### src/rtl/tl_pkg.sv
package tl_pkg;
  localparam int LAMP_W  = 3;
  localparam int PADDR_W = 2;
  localparam int FUNC_W  = 2;

  typedef enum logic [3:0] {
    ST_IDLE, ST_EXAM, ST_STORE,
    ST_MG_BASE, ST_MG_EXT, ST_MY, ST_WALK,
    ST_SG, ST_SG_EXTRA, ST_SY,
    ST_BLK_ON, ST_BLK_OFF
  } tl_state_e;

  localparam logic [FUNC_W-1:0] FN_EXAMINE = 2'b00;
  localparam logic [FUNC_W-1:0] FN_STORE   = 2'b01;
  localparam logic [FUNC_W-1:0] FN_RUN     = 2'b10;
  localparam logic [FUNC_W-1:0] FN_BLINK   = 2'b11;

  localparam logic [PADDR_W-1:0] P_YEL   = 2'b00;
  localparam logic [PADDR_W-1:0] P_BASE  = 2'b01;
  localparam logic [PADDR_W-1:0] P_EXT   = 2'b10;
  localparam logic [PADDR_W-1:0] P_BLINK = 2'b11;

  localparam logic [LAMP_W-1:0] L_OFF = 3'b000;
  localparam logic [LAMP_W-1:0] L_RED = 3'b100;
  localparam logic [LAMP_W-1:0] L_YEL = 3'b010;
  localparam logic [LAMP_W-1:0] L_GRN = 3'b001;
  localparam logic [LAMP_W-1:0] L_RY  = 3'b110;
endpackage

### src/rtl/tl_lamp_decode.sv
module tl_lamp_decode
  import tl_pkg::*;
(
  input  tl_state_e          st,
  output logic [LAMP_W-1:0]  main_l,
  output logic [LAMP_W-1:0]  side_l
);
  always_comb begin
    main_l = L_OFF;
    side_l = L_OFF;
    case (st)
      ST_MG_BASE, ST_MG_EXT: begin main_l = L_GRN; side_l = L_RED; end
      ST_MY:                 begin main_l = L_YEL; side_l = L_RED; end
      ST_WALK:               begin main_l = L_RY;  side_l = L_RY;  end
      ST_SG, ST_SG_EXTRA:    begin main_l = L_RED; side_l = L_GRN; end
      ST_SY:                 begin main_l = L_RED; side_l = L_YEL; end
      ST_BLK_ON:             begin main_l = L_YEL; side_l = L_RED; end
      default:               begin main_l = L_OFF; side_l = L_OFF; end
    endcase
  end
endmodule

### src/rtl/tl_param_map.sv
module tl_param_map
  import tl_pkg::*;
(
  input  tl_state_e           st,
  input  logic [PADDR_W-1:0]  loc,
  output logic [PADDR_W-1:0]  addr,
  output logic                timed
);
  always_comb begin
    timed = 1'b1;
    addr  = P_YEL;
    case (st)
      ST_MG_BASE, ST_SG, ST_SG_EXTRA: addr = P_BASE;
      ST_MG_EXT, ST_WALK:             addr = P_EXT;
      ST_MY, ST_SY:                   addr = P_YEL;
      ST_BLK_ON, ST_BLK_OFF:          addr = P_BLINK;
      ST_EXAM, ST_STORE:     begin addr = loc; timed = 1'b0; end
      default:               begin addr = P_YEL; timed = 1'b0; end
    endcase
  end
endmodule

### src/rtl/traffic_seq.sv
module traffic_seq
  import tl_pkg::*;
(
  input  logic               clk,
  input  logic               rst,
  input  logic               sensor_i,
  input  logic               walk_req_i,
  input  logic               expired_i,
  input  logic               go_i,
  input  logic [1:0]         func_i,
  input  logic [1:0]         loc_i,
  output logic               timer_start_o,
  output logic [1:0]         param_addr_o,
  output logic               param_we_o,
  output logic               walk_clr_o,
  output logic [2:0]         main_lamp_o,
  output logic [2:0]         side_lamp_o
);
  tl_state_e state, state_n;
  logic [LAMP_W-1:0]  main_n, side_n;
  logic [PADDR_W-1:0] addr_n;
  logic               timed_n;
  logic               done;

  // The timer may still show a stale flag in the entry cycle.
  assign done = expired_i && !timer_start_o;

  always_comb begin
    state_n = state;
    case (state)
      ST_IDLE:
        if (go_i) begin
          case (func_i)
            FN_EXAMINE: state_n = ST_EXAM;
            FN_STORE:   state_n = ST_STORE;
            FN_RUN:     state_n = ST_MG_BASE;
            default:    state_n = ST_BLK_ON;
          endcase
        end
      ST_EXAM, ST_STORE: state_n = ST_IDLE;
      ST_BLK_ON, ST_BLK_OFF:
        if (func_i != FN_BLINK)   state_n = ST_IDLE;
        else if (done)            state_n = (state == ST_BLK_ON) ? ST_BLK_OFF : ST_BLK_ON;
      default:
        if (func_i != FN_RUN) state_n = ST_IDLE;
        else if (done) begin
          case (state)
            ST_MG_BASE:  state_n = ST_MG_EXT;
            ST_MG_EXT:   state_n = ST_MY;
            ST_MY:       state_n = walk_req_i ? ST_WALK : ST_SG;
            ST_WALK:     state_n = ST_SG;
            ST_SG:       state_n = sensor_i ? ST_SG_EXTRA : ST_SY;
            ST_SG_EXTRA: state_n = ST_SY;
            ST_SY:       state_n = ST_MG_BASE;
            default:     state_n = ST_IDLE;
          endcase
        end
    endcase
  end

  tl_lamp_decode u_lamps (.st(state_n), .main_l(main_n), .side_l(side_n));
  tl_param_map   u_pmap  (.st(state_n), .loc(loc_i), .addr(addr_n), .timed(timed_n));

  always_ff @(posedge clk) begin
    if (rst) begin
      state         <= ST_IDLE;
      main_lamp_o   <= L_OFF;
      side_lamp_o   <= L_OFF;
      timer_start_o <= 1'b0;
      param_addr_o  <= P_YEL;
      param_we_o    <= 1'b0;
      walk_clr_o    <= 1'b1;
    end else begin
      state         <= state_n;
      main_lamp_o   <= main_n;
      side_lamp_o   <= side_n;
      timer_start_o <= timed_n && (state_n != state);
      param_addr_o  <= addr_n;
      param_we_o    <= (state_n == ST_STORE);
      walk_clr_o    <= (state_n == ST_WALK) && (state != ST_WALK);
    end
  end
endmodule

### config.mk
export PLATFORM = sky130hd
export DESIGN_NAME = traffic_seq
export DESIGN_NICKNAME = d
export VERILOG_FILES = /design/src/rtl/tl_pkg.sv /design/src/rtl/tl_lamp_decode.sv /design/src/rtl/tl_param_map.sv /design/src/rtl/traffic_seq.sv
export SDC_FILE = /design/constraint.sdc
export NUM_CORES = 1
export LEC_CHECK = 0
export BUFFER_PORTS_ARGS = -buffer_cell sky130_fd_sc_hd__buf_2
export CORE_ASPECT_RATIO = 0.9
export CORE_MARGIN = 1.5
export CORE_UTILIZATION = 55
export CTS_BUF_LIST = sky130_fd_sc_hd__clkbuf_4
export DETAILED_ROUTE_END_ITERATION = 12
export PLACE_DENSITY = 0.8
export SLEW_MARGIN = 20
export SYNTH_ARGS = -nofsm -noshare
export SYNTH_HDL_FRONTEND = slang
export SYNTH_SLANG_ARGS = --single-unit
### constraint.sdc
create_clock -name clk -period 4 [get_ports clk]
set_input_delay 0.4 -clock clk [delete_from_list [all_inputs] [get_ports clk]]
set_output_delay 0.4 -clock clk [all_outputs]
set_load 0.01 [all_outputs]
* Word level (Yosys, flattened, before mapping) *
Memories as Yosys holds them, arrays and structs flattened. A register that Yosys moved wholly into a read port is not among the register bits.
Index checks and enable logic that the tools add are counted.

cells by class
  equal/unequal tests = 28
  multiplexer cells = 13
  reductions and logical operators = 13

operators with widths
  cell                                                 count
  equality test 4 x 3 -> 1 bit, second input constant  8
  equality test 4 bit, second input constant           8
  case mux 4 bit (7 select lines)                      1
  case mux 4 bit (3 select lines)                      2
  two-way mux 4 bit                                    5
  equality test 4 x 2 -> 1 bit, second input constant  4
  OR reduction 2 bit                                   5
  OR reduction 9 bit                                   1
  equality test 4 x 1 -> 1 bit, second input constant  2
  case mux 2 bit (4 select lines)                      1
  logical NOT 4 bit                                    1
  two-way mux 1 bit                                    4
  != test 2 bit, second input constant                 2
  != test 4 x 3 -> 1 bit, second input constant        1
  != test 4 bit                                        1
  logical AND 1 bit                                    3
  OR reduction 3 bit                                   1
  equality test 2 x 1 -> 1 bit, second input constant  1
  equality test 2 bit, second input constant           1
  logical NOT 2 bit                                    1
  logical NOT 1 bit                                    1

storage, ports and cells
  flip-flop bits (word level) = 9
  memory bits (read-only) = 96
  word-level logic and storage cells = 60
  memories kept = 1

memories
  name              depth  width  read ports  clocked after Yosys merged registers in  wr ports  line                  RTL
  (name not given)  16     6      1           1                                        0         tl_lamp_decode.sv:11  case (st)

* Logic depth before layout (Yosys ltp) *
Gate-level depths: netlist (run 1).

  depth after elaboration = 9
  gate-level depth with buffers = 8

* Cells and area by module *
A second synthesis (run 1) with hierarchy kept.

unflattened totals
  cell total of the unflattened synthesis = 144
  area total of the unflattened synthesis = 1188.6 um2

by module, submodules not included
  module          instances  cells each  area each (um2)  sequential area each (um2)
  traffic_seq     1          111         925.9            300.3
  tl_lamp_decode  1          20          180.2            0.0
  tl_param_map    1          13          82.6             0.0

* Worst setup path after synthesis (run 1) *
No wires, ideal clock.

  path kind = register to register
  from = reg state[1]
  to = reg param_addr_o[1]
  arrival = 1739 ps
  required time = 3880 ps
  setup slack = 2142 ps
  stages on the path, launching flop included = 7
  period minus slack after synthesis = 1858 ps
  path through = dfxtp_1 -> or4b_4 -> o32ai_2 -> a21oi_1 -> o21ai_0 -> a21oi_1 -> o31a_1

between the ends
  cells in the longest elaborated chain, start to end = 8

RTL lines
  what                                                                  line                                  RTL
  start: declaration                                                    traffic_seq.sv:19                     tl_state_e state, state_n;
  start signal: assignment                                              traffic_seq.sv:74                     state <= state_n;
  equality test 4 bit (tied with other cells)                           traffic_seq.sv:47                     case (state)
  case mux 4 bit (7 select lines) or two-way mux 1 bit (tied branches)  traffic_seq.sv:47, traffic_seq.sv:43
  two-way mux 4 bit, on equally long branches                           traffic_seq.sv:46, traffic_seq.sv:43
  two-way mux 4 bit, on equally long branches                           traffic_seq.sv:45, traffic_seq.sv:42
  case mux 4 bit (3 select lines) *                                     traffic_seq.sv:30                     case (state)
  equality test 4 x 2 -> 1 bit (tied with other cells)                  tl_param_map.sv:12                    case (st)
  OR reduction 3 bit (tied with other cells)                            tl_param_map.sv:12
  case mux 2 bit (4 select lines) *                                     tl_param_map.sv:12
  end signal: assignment                                                traffic_seq.sv:78                     param_addr_o <= addr_n;
  end: declaration                                                      traffic_seq.sv:13                     output logic [1:0] param_addr_o,

Every way passes the cells marked *; elsewhere a longest branch is shown, timed or not.
A chain may end at the register's enable or synchronous reset.

* Worst setup path after layout (run 1) *
  from = reg state[3]
  to = reg param_addr_o[0]

Same word-level chain as after synthesis.

==> results of run 1 <==
-- report_power, final --
part	internal, W	total (W)	switching, W
logic	0.0000266	0.0000600	0.0000335
registers	0.000155	0.000161	0.00000666
clock network	0.0000373	0.0000879	0.0000507
total	0.000218	0.000309	0.0000908
-- metrics by stage --
stage | setup slack [ps] | area (um^2) | power, W | hold slack, ps
final | 1630 | 1130 | 0.000309 | 398
after global routing | 1370 | 1130 | 0.000324 | 399
after CTS | 1650 | 1130 | 0.000309 | 396
after detailed placement | 1690 | 1100 | 0.000224 | 698
after global placement | 1760 | 1100 | 0.000223 | 707
after floorplan | 2140 | 1020 | 0.000207 | 641
-- metal layers --
layer	GRT usage (%)	routed length, um	part of all wire (%)	vias to the layer above
li1	-	-	-	477
met1	32.4	1050	45	443
met2	35.8	1080	46	45
met3	6.90	171	7.3	8
met4	12.0	49	2.1	0
met5	0	0	0	-
-- cells in the mapped netlist, types with 2 or more instances --
master,instances,share of area (%)
sky130_fd_sc_hd__o21ai_2,2,1.7
sky130_fd_sc_hd__nand2b_1,4,2.5
sky130_fd_sc_hd__nand3b_1,2,1.5
sky130_fd_sc_hd__a21oi_1,10,4.9
sky130_fd_sc_hd__nor4bb_1,3,2.9
sky130_fd_sc_hd__nor3_1,3,1.5
sky130_fd_sc_hd__and3b_1,2,1.7
sky130_fd_sc_hd__nor2b_1,2,1.2
sky130_fd_sc_hd__xnor2_1,3,2.6
sky130_fd_sc_hd__o211ai_1,2,1.5
sky130_fd_sc_hd__buf_6,2,2.2
sky130_fd_sc_hd__inv_1,4,1.5
sky130_fd_sc_hd__buf_4,2,1.5
sky130_fd_sc_hd__o21ai_0,4,2.0
sky130_fd_sc_hd__nand2_1,6,2.2
sky130_fd_sc_hd__a211o_1,2,1.7
sky130_fd_sc_hd__and2_1,2,1.2
sky130_fd_sc_hd__dfxtp_1,15,29
sky130_fd_sc_hd__nor2_1,8,2.9
sky130_fd_sc_hd__a31oi_1,2,1.2
sky130_fd_sc_hd__o22ai_1,2,1.2
-- how the worst min path moves through the flow --
stage	from	endpoint	cells after the start
5_1_grt	rst	side_lamp_o[2]$_SDFF_PP0_	2
4_1_cts	rst	side_lamp_o[2]$_SDFF_PP0_	2
2_1_floorplan	loc_i[0]	param_addr_o[0]$_SDFF_PP0_	2
6_report	rst	side_lamp_o[2]$_SDFF_PP0_	2
3_5_place_dp	rst	state[1]$_SDFF_PP0_	2
3_3_place_gp	rst	side_lamp_o[2]$_SDFF_PP0_	2
-- area by class of cell --
cell class / count / area [um^2] / area share (%)
Multi-Input combinational cell: 91 / 657 / 58.1
Sequential cell: 15 / 300 / 26.6
Timing Repair Buffer: 20 / 100 / 8.86
Tap cell: 24 / 30.0 / 2.66
Clock buffer: 3 / 22.5 / 1.99
Inverter: 4 / 15.0 / 1.33
Clock inverter: 1 / 5.00 / 0.443
-- registers in the layout, summed over array words and instances, names as in the netlist --
| signal | flops |
|---|---|
| side_lamp_o | 3 |
| main_lamp_o | 3 |
| state | 4 |
| param_we_o | 1 |
| param_addr_o | 2 |
| walk_clr_o | 1 |
| timer_start_o | 1 |
-- cell families (layout without fill, tap and decap cells) --
| kind of cell | after synthesis | count (layout) |
|---|---|---|
| flops | 15 | 15 |
| compound gates | 41 | 41 |
| xor+xnor | 4 | 4 |
| buf+inv | 10 | 28 |
| simple gates | 46 | 46 |
-- placed cells by master (no fill, tap or decap), types with 2 or more instances in the layout --
master / count
sky130_fd_sc_hd__o211ai_1: 2
sky130_fd_sc_hd__nor2_1: 8
sky130_fd_sc_hd__and3b_1: 2
sky130_fd_sc_hd__nor3_1: 3
sky130_fd_sc_hd__inv_1: 4
sky130_fd_sc_hd__and2_1: 2
sky130_fd_sc_hd__a211o_1: 2
sky130_fd_sc_hd__nand2_1: 6
sky130_fd_sc_hd__o21ai_0: 4
sky130_fd_sc_hd__o21ai_2: 2
sky130_fd_sc_hd__a31oi_1: 2
sky130_fd_sc_hd__nand3b_1: 2
sky130_fd_sc_hd__nor2b_1: 2
sky130_fd_sc_hd__xnor2_1: 3
sky130_fd_sc_hd__clkbuf_4: 3
sky130_fd_sc_hd__dfxtp_1: 15
sky130_fd_sc_hd__o22ai_1: 2
sky130_fd_sc_hd__nand2b_1: 4
sky130_fd_sc_hd__buf_2: 20
sky130_fd_sc_hd__nor4bb_1: 3
sky130_fd_sc_hd__a21oi_1: 10
==> impl_metrics.yaml, run 1 <==
yosys:
  combinational_family_with_the_most_area_after_synthesis: "compound AO/OA/AOI/OAI gates"
  synthSimpleGateAreaFrac_pct: 29.7
  synth-edff-count: 0
  synth-compound-area-share_pct: 31.3
  synth_top_flop_cell: "sky130_fd_sc_hd__dfxtp_1"
  synthesis.instances: 116
  arithmetic_cell_share_of_the_synthesized_area_counting_full_adders_half_adders_and_majority_gates_pct: 0
  fraction_of_synthesized_area_in_multiplexers_pct: 0
  postSynthAreaPerCell_um2: 8.78
  synth-xor-area-share_pct: 3.44
  synthArstFlopShare_pct: 0
  post_synth_num_cell_types: 55
  post_synth_instance_area_mm2: 0.00102
  synthesis.yosys.warnings: 0
  ys_seq_area_share_pct: 29.5
  syn_nets: 126
  synth.ff_latch_count: 15
drt:
  via_per_inst: 6.16
  detailroute.via_count: 973
  detail_route.iter0.violations: 62
  wl_per_cell_um: 14.9
  drc_errors: 0
  antenna_violating_nets_post_route: 0
  firstDrtPassIters: 4
  finalWirelength_um: 2350
die:
  num_io_pins: 21
  core-area_mm2: 0.00170
  floorplan.die_area_mm2: 0.00212
  fp-row-count: 14
  dieWidth_um: 48.4
  die-height_um: 43.8
  initial_utilization_pct: 59.9
setup_path:
  path_depth: 6
  worst_r2r_endpoint: "param_addr_o[0]$_SDFF_PP0_"
  register_to_register_path_setup_slack_ps: 1630
  rr_worst_depth: 6
  critical_path_required_ps: 4160
  criticalPathCategory: "register to register"
  arrival_ps: 2530
  number_of_buffers_and_inverters_on_the_critical_path: 0
  critPathTopFamily: "compound AO/OA/AOI/OAI gates"
  startpoint_type_of_the_worst_setup_path: "register"
  timing.critical_path.slowest_cell_delay_ps: 630
  timing.rr.start: "state[3]$_SDFF_PP0_"
  timing.critical_path.from: "state[3]$_SDFF_PP0_"
  cp_slowest_cell: "sky130_fd_sc_hd__dfxtp_1"
  critical_path_peak_fanout: 15
  worstSetupEndpointType: "register"
  setup.worst_path.end: "param_addr_o[0]$_SDFF_PP0_"
  crit_path_cell_trace: "nand2b_1 -> a311oi_4 -> o21ai_2 -> nor2b_1 -> o211ai_1 -> a41oi_1"
final_layout:
  antennaDiodeCount: 0
  finalCoreUtilization_pct: 66.5
  drive_above_1_share_pct: 29.1
  layout-area-overhead-vs-synth_pct: 10.9
  instances_no_fill: 158
  fillers: 146
  layout.nets: 145
clock_network:
  clock_network_latency_to_the_later_pin_of_the_worst_skew_pair_ps: 290
  cts_sinks: 15
  number_of_post_cts_setup_repair_buffers: 0
  cts_buffers: 3
  clock_tree_from_tritoncts: "yes"
  count_of_hold_fix_buffers_inserted_at_cts: 0
  postCtsResizedCells: 0
  cts.htree.levels: 1
  maximum_root_to_sink_buffer_count: 2
  clkSlewWorstSetupHoldPaths_ps: 90
  root_buffer: "sky130_fd_sc_hd__clkbuf_4"
global_routing:
  via_count_of_the_first_global_routing_pass: 854
  largest_net_degree_at_the_start_of_global_routing: 17
  grt_first_pass_wirelength_um: 3950
  global_route.overflow_total: 0
  track_usage_pct: 24.1
  antenna_found_initial: 0
sta:
  achievable-frequency_ghz: 0.422
  final_setup_viols: 0
  period_share_pct: 59.2
  finalHoldViolations: 0
  period_needed_ps: 2370
  fin_tns_setup_ps: 0
  clock_skew_ps: 1.34
  grt_setup_unrepaired: "false"
  slew_headroom_pct: 66.0
  maxSlewViolCount: 0
  worstMarginPinSlew_ps: 509
power:
  power.density_cell_area_mw_per_mm2: 274
  vdd.ir_drop.worst_mv: 0.232
  leak_pwr_nw: 0.466
placed_design:
  detailed_place_hpwl_um: 1730
  finalWeightedCongestion: 0.889
  cells_after_dpl: 154
  port_buffers: 20
flow_run:
  timing.max_cap.violations: 0
outcome:
  outcome: "finished, final reports clean"
min_path:
  min_path_type: "input port to register"
Power figures use the tool's default switching activity.
==> inputs of run 2 (changes only) <==
ABC_AREA = 1   (was not set)
PLACE_DENSITY = 0.81   (was 0.8)
clock period = 2.35 ns   (was 4 ns; I/O delays follow)
==> impl_metrics.yaml, run 2 <==
clock_network:
  clock_network_latency_to_the_later_pin_of_the_worst_skew_pair_ps: 280
  maximum_root_to_sink_buffer_count: 2
  count_of_hold_fix_buffers_inserted_at_cts: 0
  cts_buffers: 3
  number_of_post_cts_setup_repair_buffers: 0
  clock_tree_from_tritoncts: "yes"
  cts.htree.levels: 1
  clkSlewWorstSetupHoldPaths_ps: 80
  postCtsResizedCells: 0
  cts_sinks: 15
  root_buffer: "sky130_fd_sc_hd__clkbuf_4"
yosys:
  synthesis.instances: 130
  synth_common_cells: "24 x sky130_fd_sc_hd__nand2_1, 16 x sky130_fd_sc_hd__nor2_1, 15 x sky130_fd_sc_hd__dfxtp_1"
  synthesis.yosys.warnings: 0
  syn_nets: 140
  synth-xor-area-share_pct: 1.89
  ys_seq_area_share_pct: 32.4
  synthArstFlopShare_pct: 0
  post_synth_num_cell_types: 28
  fraction_of_synthesized_area_in_multiplexers_pct: 0
  synth_area_leader_cell: "sky130_fd_sc_hd__dfxtp_1"
  combinational_family_with_the_most_area_after_synthesis: "simple AND/OR/NAND/NOR gates"
  synthDominantCellAreaShare_pct: 32.4
  synth-edff-count: 0
  synth.ff_latch_count: 15
  post_synth_instance_area_um2: 926
  synth-compound-area-share_pct: 14.3
  postSynthAreaPerCell_um2: 7.12
  synthSimpleGateAreaFrac_pct: 43.6
  yosys-top-cells-area: "sky130_fd_sc_hd__dfxtp_1 32%, sky130_fd_sc_hd__nand2_1 9.7%, sky130_fd_sc_hd__nor2_1 6.5%"
  synth.most_common_cell: "sky130_fd_sc_hd__nand2_1"
  synth_top_flop_cell: "sky130_fd_sc_hd__dfxtp_1"
  arithmetic_cell_share_of_the_synthesized_area_counting_full_adders_half_adders_and_majority_gates_pct: 0
sta:
  finalHoldViolations: 0
  period_needed_ps: 1850
  clock_skew_ps: 4.74
  hold_slack_ps: 223
  period_share_pct: 78.6
  slew_headroom_pct: 74.0
  maxSlewViolCount: 0
  worstMarginPinSlew_ps: 389
  fin_tns_setup_ps: 0
  achievable-frequency_ghz: 0.542
  final_setup_viols: 0
  grt_setup_unrepaired: "false"
min_path:
  min_path_type: "input port to register"
global_routing:
  grt_util_met2_pct: 33.6
  via_count_of_the_first_global_routing_pass: 802
  antenna_found_initial: 0
  grt_first_pass_wirelength_um: 3440
  track_usage_pct: 24.0
  global_route.usage.met3_pct: 9.13
  global_route.overflow_total: 0
  use_met1_pct: 35.1
  global_route_hottest_layer: "met1"
  largest_net_degree_at_the_start_of_global_routing: 13
power:
  power_frac_comb_pct: 26.6
  power.density_cell_area_mw_per_mm2: 547
  leak_pwr_nw: 0.552
  cell_internal_pwr_w: 0.000403
  seq_power_share_pct: 47.2
  netSwitchingFraction_pct: 31.8
  share_clk_of_total_power_pct: 26.2
  vdd.ir_drop.worst_mv: 0.471
  switching_pwr_w: 0.000188
drt:
  via_per_inst: 5.14
  firstDrtPassIters: 4
  detail_route.iter0.violations: 31
  drc_errors: 0
  wl_per_cell_um: 11.0
  antenna_violating_nets_post_route: 0
  detailroute.via_count: 900
  finalWirelength_um: 1930
setup_path:
  cp_slowest_cell: "sky130_fd_sc_hd__dfxtp_1"
  timing.critical_path.slowest_cell_delay_ps: 500
  critical_path.most_common_cell: "sky130_fd_sc_hd__nand2_1"
  critical_path_peak_fanout: 6
  criticalPathCategory: "register to register"
  worstSetupEndpointType: "register"
  startpoint_type_of_the_worst_setup_path: "register"
  crit_path_cell_trace: "inv_2 -> nand3_1 -> nand2_1 -> nand2_1 -> nand2_1 -> a21oi_4 -> inv_2 -> nand2_2 -> nand2_2 -> nand2_2 -> nand2_1 -> nor2_1 -> nor2_1"
  critical_path_required_ps: 2530
  arrival_ps: 2020
final_layout:
  drive_above_1_share_pct: 36.6
  largest_reg_flops: 4
  fillers: 128
  multi_input_area_um2: 554
  layout-area-overhead-vs-synth_pct: 16.6
  final_common_cell: "sky130_fd_sc_hd__nand2_1"
  seqCellArea_um2: 300
  finalCoreUtilization_pct: 71.4
  largest-register: "state"
  instances_no_fill: 175
  layout.nets: 164
  top_regs: "state (4), main_lamp_o (3), side_lamp_o (3)"
  antennaDiodeCount: 0
  mostFrequentLayoutCells: "24 x sky130_fd_sc_hd__nand2_1, 20 x sky130_fd_sc_hd__buf_2, 16 x sky130_fd_sc_hd__nor2_1"
die:
  initial_utilization_pct: 61.2
  num_io_pins: 21
  die-height_um: 41.9
  floorplan.die_area_mm2: 0.00194
  dieWidth_um: 46.3
  core-area_mm2: 0.00151
  fp-row-count: 13
outcome:
  outcome: "finished, final reports clean"
placed_design:
  cells_after_dpl: 171
  detailed_place_hpwl_um: 1540
  port_buffers: 20
  finalWeightedCongestion: 0.894
flow_run:
  timing.max_cap.violations: 0
run 2: critical path, delay by kind of cell (launching register included):
| kind | cells | cell delay, ps |
|---|---|---|
| and+or+nand+nor | 10 | 830 |
| AOI/OAI and AO/OA | 1 | 200 |
| buffers and inverters | 2 | 210 |
| DFF | 1 | 500 |
run 2: routing by layer:
layer | wire length, um | share of wire, %
met4 | 0 | 0
met5 | 0 | 0
met1 | 911 | 47
met3 | 158 | 8.2
met2 | 860 | 45
run 2: kinds of logic (layout without fill, tap and decap cells):
logic type / count (synthesis) / count (layout)
and+or+nand+nor: 77 / 77
buffers and inverters: 19 / 42
AOI/OAI and AO/OA: 17 / 17
DFF: 15 / 15
xor gates and xnor gates: 2 / 2
run 2: stage by stage:
step                      power [W]  setup WS, ps  instance area (um^2)
after floorplan            0.000400           796                   926
after global placement     0.000438           596                  1050
after detailed placement   0.000441           541                  1050
after CTS                  0.000595           512                  1080
after global routing       0.000634           302                  1080
final                      0.000591           504                  1080
run 2: cell type report:
type / count / share of cell area [%]
Multi-Input combinational cell: 96 / 51.3
Tap cell: 22 / 2.55
Clock buffer: 4 / 2.78
Inverter: 18 / 6.26
Timing Repair Buffer: 20 / 9.27
Sequential cell: 15 / 27.8
run 2: power by group through the flow:
stage | Combinational [W] | Clock, W | Sequential, W
after floorplan | 0.000109 | 0 | 0.000290
after detailed placement | 0.000156 | 0 | 0.000285
after global routing | 0.000176 | 0.000176 | 0.000281
after global placement | 0.000153 | 0 | 0.000284
final | 0.000157 | 0.000155 | 0.000279
after CTS | 0.000157 | 0.000159 | 0.000279
run 2: final timing paths:
path / end / cells after the start / startpoint / slack (ps)
max: param_addr_o[0]$_SDFF_PP0_ / 13 / state[1]$_SDFF_PP0_ / 500
min: param_addr_o[1]$_SDFF_PP0_ / 3 / loc_i[1] / 220
max reg2reg: param_addr_o[0]$_SDFF_PP0_ / 13 / state[1]$_SDFF_PP0_ / 500
min reg2reg: timer_start_o$_SDFF_PP0_ / 3 / state[0]$_SDFF_PP0_ / 700
==> inputs of run 3 (changes only) <==
ABC_AREA = 0   (was 1)
PLACE_DENSITY = 0.8   (was 0.81)
clock period = 1.84 ns   (was 2.35 ns; I/O delays follow)
==> impl_metrics.yaml, run 3 <==
placed_design:
  port_buffers: 20
  detailed_place.area_mm2: 0.00136
  detailed_place_hpwl_um: 2340
  finalWeightedCongestion: 0.941
yosys:
  syn_nets: 126
  synth.most_common_cell: "sky130_fd_sc_hd__dfxtp_1"
  post_synth_num_cell_types: 55
  synth-xor-area-share_pct: 3.44
  synthDominantCellAreaShare_pct: 29.5
  synthesis.yosys.warnings: 0
  synth_top_flop_cell: "sky130_fd_sc_hd__dfxtp_1"
  synth-edff-count: 0
  postSynthAreaPerCell_um2: 8.78
  synth-compound-area-share_pct: 31.3
  combinational_family_with_the_most_area_after_synthesis: "compound AO/OA/AOI/OAI gates"
  fraction_of_synthesized_area_in_multiplexers_pct: 0
  arithmetic_cell_share_of_the_synthesized_area_counting_full_adders_half_adders_and_majority_gates_pct: 0
  synth_common_cells: "15 x sky130_fd_sc_hd__dfxtp_1, 10 x sky130_fd_sc_hd__a21oi_1, 8 x sky130_fd_sc_hd__nor2_1"
  synthArstFlopShare_pct: 0
  post_synth_instance_area_mm2: 0.00102
  ys_seq_area_share_pct: 29.5
  synth.ff_latch_count: 15
  synth_area_leader_cell: "sky130_fd_sc_hd__dfxtp_1"
  synthesis.instances: 116
  synthSimpleGateAreaFrac_pct: 29.7
  yosys-top-cells-area: "sky130_fd_sc_hd__dfxtp_1 29%, sky130_fd_sc_hd__a21oi_1 4.9%, sky130_fd_sc_hd__nor4bb_1 2.9%"
sta:
  postGrtWorstEndpoint: "timer_start_o$_SDFF_PP0_/D"
  timing.repair.worst_endpoint_type: "register data pin"
clock_network:
  count_of_hold_fix_buffers_inserted_at_cts: 0
  root_buffer: "sky130_fd_sc_hd__clkbuf_4"
  maximum_root_to_sink_buffer_count: 2
  cts_sinks: 15
  cts_buffers: 3
  cts.htree.levels: 1
die:
  num_io_pins: 21
  die-height_um: 43.8
  dieWidth_um: 48.4
  initial_utilization_pct: 59.9
  fp-row-count: 14
global_routing:
  global_route.overflow_total: 13
  track_usage_pct: 69.2
  largest_net_degree_at_the_start_of_global_routing: 12
outcome:
  last-stage-reached: "global routing (5_1_grt)"
  outcome: "did not finish"
  run.stop_error: "[ERROR GRT-0232] Routing congestion too high. Check the congestion heatmap in the GUI."
==> run 3: stage by stage <==
step / std cells / utilization, % / setup slack [ps]
floorplan: 116 / - / 3.16
global placement: 184 / 80.1 / -177
detailed placement: 184 / 80.1 / -311
CTS: 196 / 91.8 / -82.0
==> run 3: timing repair <==
action                                  CTS
setup buffers                             8
endpoints found under the setup margin   11
pin swaps                                 9
resized for setup                        27
gates cloned                              0
==> run 3: logic make-up after synthesis <==
family,after synthesis
AND/OR/NAND/NOR,46
AO/OA/AOI/OAI,41
flip-flops,15
buffers and inverters,10
XOR/XNOR,4
==> run 3: per-layer routing <==
metal	global-route usage (%)	GRT overflow
met1	71.2	0
met2	90.6	4
met3	45.9	1
met4	72.6	8
met5	11.9	0
==> inputs of run 4 (changes only) <==
CORE_AREA = 2 2 63 65   (was not set)
CORE_ASPECT_RATIO = not set   (was 0.9)
CORE_MARGIN = not set   (was 1.5)
CORE_UTILIZATION = not set   (was 55)
CTS_BUF_LIST = not set   (was sky130_fd_sc_hd__clkbuf_4)
DIE_AREA = 0 0 65 67   (was not set)
PLACE_DENSITY = not set   (was 0.8)
PLACE_DENSITY_LB_ADDON = 0.15   (was not set)
==> impl_metrics.yaml, run 4 (synthesis gave the netlist of run 1 again) <==
sta:
  achievable-frequency_ghz: 0.518
  finalHoldViolations: 0
  period_needed_ps: 1930
  clock_skew_ps: 9.17
  worst_slack_ps: -89.5
  fin_tns_setup_ps: -449
  period_share_pct: 105
  final_setup_viols: 8
  grt_setup_unrepaired: "true"
  slew_headroom_pct: 69.3
  worstMarginPinSlew_ps: 459
  maxSlewViolCount: 0
power:
  switching_pwr_w: 0.000242
  power_frac_comb_pct: 26.9
  cell_internal_pwr_w: 0.000598
  seq_power_share_pct: 40.7
  netSwitchingFraction_pct: 28.8
  vdd.ir_drop.worst_mv: 0.306
  share_clk_of_total_power_pct: 32.4
  power.density_cell_area_mw_per_mm2: 483
  leak_pwr_nw: 0.772
global_routing:
  largest_net_degree_at_the_start_of_global_routing: 11
  global_route.usage.met3_pct: 3.38
  antenna_found_initial: 0
  use_met1_pct: 20.0
  global_route_hottest_layer: "met2"
  global_route.overflow_total: 0
  track_usage_pct: 15.5
  grt_util_met2_pct: 25.8
  via_count_of_the_first_global_routing_pass: 1067
  grt_first_pass_wirelength_um: 5170
clock_network:
  clock_tree_from_tritoncts: "yes"
  clkSlewWorstSetupHoldPaths_ps: 70
  cts_buffers: 3
  cts.htree.levels: 1
  cts_sinks: 15
  clock_network_latency_to_the_later_pin_of_the_worst_skew_pair_ps: 250
  maximum_root_to_sink_buffer_count: 2
  root_buffer: "sky130_fd_sc_hd__clkbuf_8"
outcome:
  outcome: "finished with violations"
  violations_in_the_final_reports: "setup timing"
final_layout:
  drive_above_1_share_pct: 62.4
  layout.nets: 192
  antennaDiodeCount: 0
  final_common_cell: "sky130_fd_sc_hd__buf_4"
  largest_reg_flops: 4
  top_regs: "state (4), main_lamp_o (3), side_lamp_o (3)"
  layout-area-overhead-vs-synth_pct: 70.8
  largest-register: "state"
  mostFrequentLayoutCells: "39 x sky130_fd_sc_hd__buf_4, 20 x sky130_fd_sc_hd__buf_2, 11 x sky130_fd_sc_hd__dfxtp_1"
drt:
  antenna_violating_nets_post_route: 0
  via_per_inst: 5.08
  finalWirelength_um: 3260
  firstDrtPassIters: 6
  drc_errors: 0
  detail_route.iter0.violations: 60
  wl_per_cell_um: 14.3
  detailroute.via_count: 1164
die:
  core-area_mm2: 0.00361
  dieWidth_um: 65
  num_io_pins: 21
  fp-row-count: 22
  floorplan.die_area_mm2: 0.00436
  initial_utilization_pct: 28.2
  die-height_um: 67
setup_path:
  worstSetupEndpointType: "register"
  critical_path_peak_fanout: 5
  cp_slowest_cell: "sky130_fd_sc_hd__or4b_4"
  crit_path_cell_trace: "or4b_4 -> a2bb2oi_1 -> o21ai_1 -> buf_4 -> o21ai_2 -> a211o_1 -> a31oi_1"
  critical_path_required_ps: 2020
  rr_worst_depth: 7
  criticalPathCategory: "register to register"
  timing.critical_path.slowest_cell_delay_ps: 590
  startpoint_type_of_the_worst_setup_path: "register"
  arrival_ps: 2110
placed_design:
  port_buffers: 20
  place_ws_ps: -238
  detailed_place_hpwl_um: 2280
  finalWeightedCongestion: 0.813
min_path:
  min_path_type: "input port to register"
  timing.hold.worst_path_depth: 2
flow_run:
  timing.max_cap.violations: 0
==> run 4: critical path, delay by kind of cell, from the launching register on <==
kind,cells,cell delay (ps)
compound gates,5,750
buf+inv,1,150
flops,1,360
simple gates,1,590
==> run 4: per-layer routing <==
metal | part of all wire (%) | wire [um] | vias to the layer above
met1 | 44 | 1430 | 558
met4 | 0.89 | 29 | 0
met5 | 0 | 0 | -
met3 | 4.4 | 144 | 6
li1 | - | - | 576
met2 | 51 | 1660 | 24
==> run 4: cell type report <==
class                   count  area, um^2
fillers                   344        1870
multi-input cells          91         822
repair buffers             67         483
flip-flops and latches     15         313
well taps                  48        60.1
clock buffers               3        41.3
inverters                   4        15.0
clock inverters             1        5.00
==> run 4: power by group through the flow <==
| stage | Clock, W | Sequential (W) | Combinational (W) |
|---|---|---|---|
| after global placement | 0 | 0.000352 | 0.000179 |
| after floorplan | 0 | 0.000355 | 0.0000999 |
| after global routing | 0.000296 | 0.000344 | 0.000244 |
| after CTS | 0.000278 | 0.000343 | 0.000205 |
| after detailed placement | 0 | 0.000353 | 0.000178 |
| final | 0.000273 | 0.000342 | 0.000226 |
==> run 4: per-stage QoR <==
step	utilization, %	cell area [um^2]	total power (W)	cells	hold slack [ps]
4_1_cts	44.4	1600	0.000826	222	239
3_3_place_gp	39.6	1430	0.000532	213	498
5_1_grt	48.2	1740	0.000883	229	248
3_5_place_dp	39.6	1430	0.000531	213	495
6_report	48.2	1740	0.000841	229	235
2_1_floorplan	-	1050	0.000455	116	425
==> run 4: worst paths after layout <==
path | startpoint | endpoint | slack [ps]
hold reg to reg | state[1]$_SDFF_PP0_ | timer_start_o$_SDFF_PP0_ | 720
hold / removal | rst | state[0]$_SDFF_PP0_ | 240
setup / recovery | state[1]$_SDFF_PP0_ | timer_start_o$_SDFF_PP0_ | -90
setup reg to reg | state[1]$_SDFF_PP0_ | timer_start_o$_SDFF_PP0_ | -90
==> run 4: timing repair <==
action | CTS | global route
hold buffers | 0 | 0
gates cloned | 0 | 0
pin swaps | 9 | 11
hold endpoints to repair | 0 | 0
gates resized for setup | 22 | 20
buffers inserted | 5 | 8
setup endpoints to repair | 11 | 12
